`src/rtl/msi_rx_pkg.sv`:
```
package msi_rx_pkg;

   // Classification of one bus access by the address decoder
   typedef enum logic [1:0] {
      ACC_ERR      = 2'd0,   // malformed: misaligned, out of window, bad offset
      ACC_DOORBELL = 2'd1,   // write to the little-endian doorbell offset
      ACC_READ     = 2'd2    // read at either doorbell offset
   } acc_kind_e;

   localparam int unsigned OFF_LE = 0;
   localparam int unsigned OFF_BE = 4;

endpackage

```
`src/rtl/msi_addr_decode.sv`:
```
module msi_addr_decode
   import msi_rx_pkg::*;
#(
   parameter int ADDR_W     = 32,
   parameter int PAGE_SHIFT = 12,
   parameter int NUM_PAGES  = 4,
   parameter int PAGE_W     = 2
) (
   input  logic [ADDR_W-1:0] addr,
   input  logic              is_write,
   output acc_kind_e         kind,
   output logic [PAGE_W-1:0] page
);

   localparam int PFULL_W = ADDR_W - PAGE_SHIFT;
   localparam logic [PFULL_W-1:0] PAGE_LIMIT = PFULL_W'(NUM_PAGES);
   localparam logic [PAGE_SHIFT-1:0] LE_OFF = PAGE_SHIFT'(OFF_LE);
   localparam logic [PAGE_SHIFT-1:0] BE_OFF = PAGE_SHIFT'(OFF_BE);

   logic [PFULL_W-1:0]    page_full;
   logic [PAGE_SHIFT-1:0] offset;
   logic                  aligned;
   logic                  in_window;

   assign page_full = addr[ADDR_W-1:PAGE_SHIFT];
   assign offset    = addr[PAGE_SHIFT-1:0];
   assign aligned   = (addr[1:0] == 2'b00);
   assign in_window = (page_full < PAGE_LIMIT);
   assign page      = page_full[PAGE_W-1:0];

   always_comb begin
      kind = ACC_ERR;
      if (aligned && in_window) begin
         if (is_write) begin
            if (offset == LE_OFF) kind = ACC_DOORBELL;
         end else begin
            if (offset == LE_OFF || offset == BE_OFF) kind = ACC_READ;
         end
      end
   end

endmodule

```
`src/rtl/msi_id_check.sv`:
```
module msi_id_check #(
   parameter int DATA_W  = 32,
   parameter int NUM_IDS = 64,
   parameter int ID_W    = 6
) (
   input  logic [DATA_W-1:0] value,
   output logic              id_ok,
   output logic [ID_W-1:0]   id
);

   assign id = value[ID_W-1:0];

   generate
      if ((NUM_IDS & (NUM_IDS - 1)) == 0) begin : g_pow2
         // Power-of-two identity count: range test is an upper-bits-zero test
         assign id_ok = (value[DATA_W-1:ID_W] == '0) && (value[ID_W-1:0] != '0);
      end else begin : g_cmp
         localparam logic [DATA_W-1:0] ID_LIMIT = DATA_W'(NUM_IDS);
         assign id_ok = (value != '0) && (value < ID_LIMIT);
      end
   endgenerate

endmodule

```
`src/rtl/msi_doorbell_rx.sv`:
```
module msi_doorbell_rx
   import msi_rx_pkg::*;
#(
   parameter int NUM_PAGES  = 4,
   parameter int NUM_IDS    = 64,
   parameter int ADDR_W     = 32,
   parameter int DATA_W     = 32,
   parameter int PAGE_SHIFT = 12,
   localparam int PAGE_W    = (NUM_PAGES > 1) ? $clog2(NUM_PAGES) : 1,
   localparam int ID_W      = $clog2(NUM_IDS)
) (
   input  logic              clk,
   input  logic              rst,
   input  logic              acc_valid,
   input  logic              acc_write,
   input  logic [ADDR_W-1:0] acc_addr,
   input  logic [DATA_W-1:0] acc_wdata,
   output logic              rd_valid,
   output logic [DATA_W-1:0] rd_data,
   output logic              err,
   output logic              set_valid,
   output logic [PAGE_W-1:0] set_page,
   output logic [ID_W-1:0]   set_id
);

   // Elaboration-time parameter checks
   generate
      if (NUM_PAGES < 1) begin : g_bad_pages
         $error("NUM_PAGES must be at least 1");
      end
      if (NUM_IDS < 2 || ID_W >= DATA_W) begin : g_bad_ids
         $error("NUM_IDS out of range for DATA_W");
      end
      if (PAGE_SHIFT < 3 || PAGE_SHIFT + PAGE_W > ADDR_W) begin : g_bad_shift
         $error("PAGE_SHIFT does not fit ADDR_W");
      end
   endgenerate

   acc_kind_e         kind;
   logic [PAGE_W-1:0] dec_page;
   logic              id_ok;
   logic [ID_W-1:0]   id_val;

   msi_addr_decode #(
      .ADDR_W     (ADDR_W),
      .PAGE_SHIFT (PAGE_SHIFT),
      .NUM_PAGES  (NUM_PAGES),
      .PAGE_W     (PAGE_W)
   ) u_decode (
      .addr     (acc_addr),
      .is_write (acc_write),
      .kind     (kind),
      .page     (dec_page)
   );

   msi_id_check #(
      .DATA_W  (DATA_W),
      .NUM_IDS (NUM_IDS),
      .ID_W    (ID_W)
   ) u_idchk (
      .value (acc_wdata),
      .id_ok (id_ok),
      .id    (id_val)
   );

   logic fire_set;
   assign fire_set = acc_valid && acc_write && (kind == ACC_DOORBELL) && id_ok;

   always_ff @(posedge clk) begin
      if (rst) begin
         set_valid <= 1'b0;
         set_page  <= '0;
         set_id    <= '0;
         err       <= 1'b0;
         rd_valid  <= 1'b0;
      end else begin
         set_valid <= fire_set;
         if (fire_set) begin
            set_page <= dec_page;
            set_id   <= id_val;
         end
         err      <= acc_valid && (kind == ACC_ERR);
         rd_valid <= acc_valid && !acc_write;
      end
   end

   assign rd_data = '0;


   no_dual_event_chk: assert property (@(posedge clk) disable iff (rst)
      !(set_valid && err));


   set_cause_chk: assert property (@(posedge clk) disable iff (rst)
      set_valid |-> $past(acc_valid && acc_write));


   set_id_nonzero_chk: assert property (@(posedge clk) disable iff (rst)
      set_valid |-> (set_id != '0));


   err_cause_chk: assert property (@(posedge clk) disable iff (rst)
      err |-> $past(acc_valid));


   rd_cause_chk: assert property (@(posedge clk) disable iff (rst)
      rd_valid |-> $past(acc_valid && !acc_write));


   idle_quiet_chk: assert property (@(posedge clk) disable iff (rst)
      !$past(acc_valid) |-> (!set_valid && !err && !rd_valid));

endmodule

```
`config.mk`:
```
export PLATFORM = sky130hd
export DESIGN_NAME = msi_doorbell_rx
export DESIGN_NICKNAME = d
export VERILOG_FILES = /design/src/rtl/msi_rx_pkg.sv /design/src/rtl/msi_addr_decode.sv /design/src/rtl/msi_id_check.sv /design/src/rtl/msi_doorbell_rx.sv
export SDC_FILE = /design/constraint.sdc
export NUM_CORES = 1
export LEC_CHECK = 0
export ABC_AREA = 1
export ABC_CLOCK_PERIOD_IN_PS = 2600
export BUFFER_PORTS_ARGS = -buffer_cell sky130_fd_sc_hd__buf_2
export CAP_MARGIN = 20
export CORE_AREA = 2 2 58 60
export DETAILED_ROUTE_END_ITERATION = 10
export DIE_AREA = 0 0 60 62
export HOLD_SLACK_MARGIN = 0.08
export PLACE_DENSITY = 0.8
export SYNTH_ARGS = -nofsm -noshare
export SYNTH_HDL_FRONTEND = slang
export SYNTH_SLANG_ARGS = --single-unit
export TNS_END_PERCENT = 100
```
`constraint.sdc`:
```
create_clock -name clk -period 2.6 [get_ports clk]
set_clock_uncertainty 0.2 [all_clocks]
set_input_delay 0.52 -clock clk [delete_from_list [all_inputs] [get_ports clk]]
set_output_delay 0.52 -clock clk [all_outputs]
set_load 0.01 [all_outputs]
```
==> flow_summary.json, run 1 <==
{
  "nNetsFinal": 350,
  "dr_total_vias": 1271,
  "internal-power_mw": 0.279,
  "top_usage_layer": "met2",
  "power_frac_clock_pct": 29.5,
  "path_clk_slew_ns": 0.07,
  "powerDensity_mw_per_mm2": 267,
  "cts_buffers": 3,
  "cts_buffer_depth": 2,
  "grtUsageMet1_pct": 15.4,
  "seqPwrFrac_pct": 42.2,
  "rsz0062_at_grt": "no",
  "detail-route-antenna-nets": 0,
  "nFillCells": 363,
  "htreeDepth": 1,
  "die_width_um": 60,
  "min-delay-start": "rst",
  "arrival_ns": 1.54,
  "drv_cap": 0,
  "clk_latency_ns": 0.27,
  "core_mm2": 0.00318,
  "synth_area_mm2": 0.00116,
  "numPortBuffers": 78,
  "power.net_switching_mw": 0.124,
  "grt_pass1_wl_mm": 4.16,
  "grt_use_total_pct": 14.6,
  "muxShareOfSynthArea_pct": 0,
  "grt.overflow.total": 0,
  "finalNonFillerCells": 327,
  "synth_top_family_by_area": "simple AND/OR/NAND/NOR gates",
  "hold_buffers": 0,
  "worstSetupEndpointType": "flip-flop",
  "p_leak_nw": 0.837,
  "antenna_found_initial": 0,
  "synthAdderAreaFrac_pct": 0,
  "max_freq_mhz": 641,
  "startpoint": "acc_wdata[20]",
  "swShare_pct": 30.7,
  "yosys.area_share.xor_xnor_pct": 0,
  "min_path_type": "in -> reg",
  "drc": 0,
  "setup_tns_ns": 0,
  "ys_ff_latch": 11,
  "drv_slew": 0,
  "ios": 111,
  "dp_hpwl_mm": 2.22,
  "r2r-start": "set_page[0]",
  "antenna_cells": 0,
  "most-common-layout-cells": "78 x buf_2, 45 x nand2_1, 43 x nor2_1, 32 x conb_1, 30 x inv_1",
  "viasPerCell": 3.89,
  "met3_usage_pct": 1.86,
  "status": "finished, final reports clean",
  "seqCellArea_um2": 220,
  "gp_congestion": 0.770,
  "ys_types": 16,
  "layout-drive-gt1-share_pct": 35.9,
  "grt_start_max_net_pins": 10,
  "die_height_um": 62,
  "yosys.area.top_type": "buf_4",
  "grtUsageMet2_pct": 28.7,
  "cts_root_buffer": "clkbuf_4",
  "ir_worst_vdd_uv": 89.7,
  "hold_violations": 0,
  "worst-endpoint-required_ns": 2.58,
  "post-route-period-util_pct": 60.0,
  "wirelength_mm": 2.54,
  "synth_area_per_cell_um2": 5.79,
  "syn_inst": 200,
  "first_global_vias": 1106,
  "critical_path_class": "in -> reg",
  "drt-initial-drc-count": 61,
  "dp.cells": 323,
  "path_max_fanout": 8,
  "ys_top_cells_by_area": "buf_4 21%, dfxtp_1 19%, nand2_1 15%",
  "cts_tree": "done",
  "rows": 21,
  "cts-resized-gates": 0,
  "fp.dieArea_mm2": 0.00372,
  "synth.top_cell.area_share_pct": 20.8,
  "avgRoutedWirePerCell_um": 7.76,
  "worstSetupStartpointType": "input pin",
  "cts_sinks": 11,
  "multi_input_area_um2": 689,
  "synth_compound_area_share_pct": 0.757,
  "setup_viol": 0,
  "syn_to_final_growth_pct": 30.3,
  "min_period_ns": 1.56,
  "drt_first_pass_iters": 4,
  "r2r_slack_ns": 1.79,
  "synth-simple-area-share_pct": 48.4,
  "final_common_cell": "buf_2",
  "cts_setup_buffers": 0,
  "synth_warnings": 0,
  "power.share.combinational_pct": 28.3,
  "yosysSeqAreaShare_pct": 19.0,
  "start_util_pct": 36.4
}
-- cell families after synthesis --
kind of cell / count (synthesis)
other: 1
DFF: 11
buffers and inverters: 65
and+or+nand+nor: 122
AOI/OAI and AO/OA: 1
-- flip-flops by register name (all words and copies together), names as in the netlist --
register and cells:
set_id 6, set_page 2, set_valid 1, err 1
rd_valid 1
-- power by group through the flow --
stage / logic [mW] / registers [mW] / clock network (mW)
6_report: 0.114 / 0.170 / 0.119
5_1_grt: 0.132 / 0.170 / 0.127
4_1_cts: 0.114 / 0.170 / 0.121
3_5_place_dp: 0.113 / 0.174 / 0
3_3_place_gp: 0.112 / 0.174 / 0
2_1_floorplan: 0.0875 / 0.175 / 0
-- layer usage --
metal	routed length [um]	up-vias
li1	-	685
met3	219	6
met5	0	-
met2	1270	66
met1	995	514
met4	49	0
-- critical path, stage by stage --
cell and delay [ns]:
buf_2 0.09, nor2_1 0.13, nand2_1 0.07, nor2_1 0.11, nand2_1 0.07, nor2_2 0.27, nand3_1 0.15, nand2_1 0.09
nor2_2 0.03
-- synth_stat cells, drive strengths merged --
cell / n
nand2: 45
nor2: 60
inv: 32
nor3: 2
and2: 1
conb: 1
buf: 32
nand3: 12
clkinv: 1
a41oi: 1
dfxtp: 11
nand3b: 2
-- area by class of cell --
type	instances	area share (%)
clock buffers	4	1.74
inverters	33	8.22
multi-input cells	155	45.7
flip-flops and latches	11	14.6
well taps	46	3.82
repair buffers	78	25.9
-- through the flow --
stage               hold slack [ns]  util, %  worst slack [ns]  power [mW]  cell area (um^2)
floorplan                     0.344        -              1.03       0.262              1270
global placement              0.310     46.6             0.785       0.286              1480
detailed placement            0.308     46.6             0.776       0.287              1480
CTS                           0.214     47.4              1.04       0.404              1510
global route                  0.215     47.4             0.836       0.429              1510
finish                        0.218     47.4              1.04       0.403              1510
-- final timing paths --
check                endpoint  cells after the start
setup reg to reg  set_page[0]                      4
hold reg to reg     set_id[1]                      4
hold / removal      set_valid                      2
setup / recovery    set_id[3]                      9
Power figures use the tool's default switching activity.
==> inputs of run 2 (changes only) <==
--- a/config.mk
+++ b/config.mk
@@ -5,15 +5,15 @@
 export SDC_FILE = /design/constraint.sdc
 export NUM_CORES = 1
 export LEC_CHECK = 0
-export ABC_AREA = 1
-export ABC_CLOCK_PERIOD_IN_PS = 2600
+export ABC_AREA = 0
+export ABC_CLOCK_PERIOD_IN_PS = 1550
 export BUFFER_PORTS_ARGS = -buffer_cell sky130_fd_sc_hd__buf_2
 export CAP_MARGIN = 20
-export CORE_AREA = 2 2 58 60
+export CORE_AREA = 2 2 55 57
 export DETAILED_ROUTE_END_ITERATION = 10
-export DIE_AREA = 0 0 60 62
+export DIE_AREA = 0 0 57 59
 export HOLD_SLACK_MARGIN = 0.08
-export PLACE_DENSITY = 0.8
+export PLACE_DENSITY = 0.75
 export SYNTH_ARGS = -nofsm -noshare
 export SYNTH_HDL_FRONTEND = slang
 export SYNTH_SLANG_ARGS = --single-unit
==> constraint.sdc (replaced) <==
create_clock -name clk -period 1.55 [get_ports clk]
set_clock_uncertainty 0.2 [all_clocks]
set_input_delay 0.31 -clock clk [delete_from_list [all_inputs] [get_ports clk]]
set_output_delay 0.31 -clock clk [all_outputs]
set_load 0.01 [all_outputs]
==> run 2 against run 1 <==
Net effect: combinational power grew 65%; global-route usage shrank 2.6 points; sequential power grew 68%; final area shrank 13%; worst setup slack lost 1.0 ns; die area shrank 9.6%; largest power group unchanged; clock-buffer cell count is the same; non-clock buffer count grew 10; core utilization grew 0.87 points; hold slack lost 0.12 ns; clock power grew 61%; critical path type unchanged.
==> flow_summary.json, run 2 <==
{
  "status": "finished, final reports clean",
  "ys_types": 20,
  "rows": 19,
  "syn_inst": 99,
  "synth_edf_count": 0,
  "min_period_ns": 1.54,
  "synth_area_per_cell_um2": 8.43,
  "post-route-period-util_pct": 99.1,
  "worstSetupStartpointType": "input pin",
  "nNetsFinal": 258,
  "min_path_type": "in -> reg",
  "post-route-util_pct": 48.3,
  "worstSetupEndpointType": "flip-flop",
  "arrival_ns": 1.49,
  "htreeDepth": 1,
  "p_leak_nw": 0.708,
  "wirelength_mm": 2.33,
  "synth_flop_cell": "dfxtp_1",
  "final_common_cell": "buf_2",
  "drt_first_pass_iters": 2,
  "antenna_found_initial": 0,
  "ys_top_cells_by_area": "buf_4 29%, dfxtp_1 26%, nor4_1 6.7%",
  "dr_total_vias": 932,
  "layout-drive-gt1-share_pct": 53.4,
  "die_width_um": 57,
  "grt_start_max_net_pins": 10,
  "p_total_mw": 0.665,
  "cts_root_buffer": "clkbuf_4",
  "yosys.area.top_type": "buf_4",
  "start_util_pct": 30.8,
  "holdWs_ns": 0.0941,
  "synth_warnings": 0,
  "yosysMostFrequentCell": "buf_4",
  "core_mm2": 0.00271,
  "antenna_cells": 0,
  "ys_ff_latch": 11,
  "cts_sinks": 11,
  "clk_latency_ns": 0.26,
  "drv_cap": 0,
  "grt.overflow.total": 0,
  "synth_commonest_cells": "32 x buf_4, 11 x dfxtp_1, 11 x nand2_1",
  "largest_registers": "set_id: 6 flops, set_page: 2 flops",
  "path_max_fanout": 9,
  "largest-register": "set_id",
  "cp_cell_sequence": "dlygate4sd3_1 > buf_2 > clkinvlp_4 > and4_1 > a31o_1",
  "drt-initial-drc-count": 6,
  "most-common-layout-cells": "74 x buf_2, 32 x conb_1, 11 x nand2_1, 11 x dfxtp_1, 9 x buf_4",
  "grt_pass1_wl_mm": 3.17,
  "numPortBuffers": 78,
  "synth.top_cell.area_share_pct": 28.8,
  "path_clk_slew_ns": 0.07,
  "max_freq_mhz": 651,
  "cts_tree": "done",
  "ir_worst_vdd_uv": 375,
  "gp_congestion": 0.712,
  "path_buf_inv": 3,
  "avgRoutedWirePerCell_um": 10.6,
  "ys_async_sr_fraction_pct": 0,
  "cts_buffer_depth": 2,
  "powerDensity_mw_per_mm2": 508,
  "fp.dieArea_mm2": 0.00336,
  "path_delay_family": "buffers and inverters",
  "grt_use_total_pct": 12.0,
  "dp_hpwl_mm": 1.87,
  "cp_slowest_stage_delay_ns": 0.52,
  "yosysSeqAreaShare_pct": 26.4,
  "drc": 0,
  "slowest_stage": "dlygate4sd3_1",
  "hold_violations": 0,
  "syn_to_final_growth_pct": 56.8,
  "worst-endpoint-required_ns": 1.51,
  "viasPerCell": 4.24,
  "ios": 111,
  "largest_reg_flops": 6,
  "cts_buffers": 3,
  "setup_viol": 0,
  "detail-route-antenna-nets": 0,
  "first_global_vias": 812,
  "synth_area_um2": 835,
  "die_height_um": 59,
  "drv_slew": 0,
  "critical_path_class": "in -> reg"
}
[run 2: cell types whose count changed after synthesis, moves of 2 or more]
cell,previous run,this run
nor4_2,0,3
nor4_1,0,9
nor2_2,13,0
nor2_1,43,6
mux2i_1,0,4
nand3b_1,2,0
nand2_1,45,11
nor2_4,4,1
inv_2,2,0
a31o_1,0,4
nand4_1,0,4
inv_1,30,1
and4_1,0,4
nand3_1,11,1
[run 2: cells by family after synthesis]
group / count (synthesis) / share of synthesized area (%)
simple gates: 44 / 33.0
buf+inv: 34 / 30.6
flops: 11 / 26.4
compound gates: 5 / 4.80
mux: 4 / 4.80
other cells: 1 / 0.449
[run 2: per-stage QoR]
step,TNS [ns],instances,setup WS [ns],cell area (um^2)
5_1_grt,-0.0159,220,-0.00859,1310
4_1_cts,0,216,0.00528,1220
3_5_place_dp,-2.12,211,-0.299,1170
3_3_place_gp,-2.19,211,-0.305,1170
6_report,0,220,0.0133,1310
2_1_floorplan,-0.116,130,-0.0318,960
[run 2: worst min-delay path: stages]
cell and delay, ns:
buf_2 0.10, nand2_1 0.04, mux2i_1 0.05
[run 2: worst paths after layout]
check / startpoint / to / slack (ns) / cells after the start
max: rst / set_id[2] / 0.01 / 5
min reg2reg: set_id[4] / set_id[4] / 0.26 / 2
max reg2reg: set_id[3] / set_id[3] / 0.73 / 1
min: acc_addr[12] / set_page[0] / 0.09 / 3
[run 2: layout make-up]
class	count	area, um^2
multi-input combinational	85	523
fill	277	1400
clock buffer	4	26.3
timing repair buffer	88	493
tap	31	38.8
inverter	1	7.51
sequential	11	220
[run 2: timing repair]
item,4_1_cts,5_1_grt
pin swaps,8,5
hold endpoints to repair,1,0
gates resized for setup,1,11
hold buffers,1,0
endpoints found under the setup margin,4,10
buffers inserted,0,4
[run 2: power breakdown]
group | leakage, nW | internal, mW | switching [mW]
Combinational | 0.604 | 0.0941 | 0.0936
Clock | 0.0150 | 0.0993 | 0.0927
Sequential | 0.0890 | 0.285 | 0.000665
[run 2: metal layers]
metal	up-vias	share of wire [%]	global-route usage, %
met5	-	0	0
met4	0	0.43	4.32
met3	2	10	4.15
met2	49	55	21.3
met1	411	34	13.2
li1	470	-	-
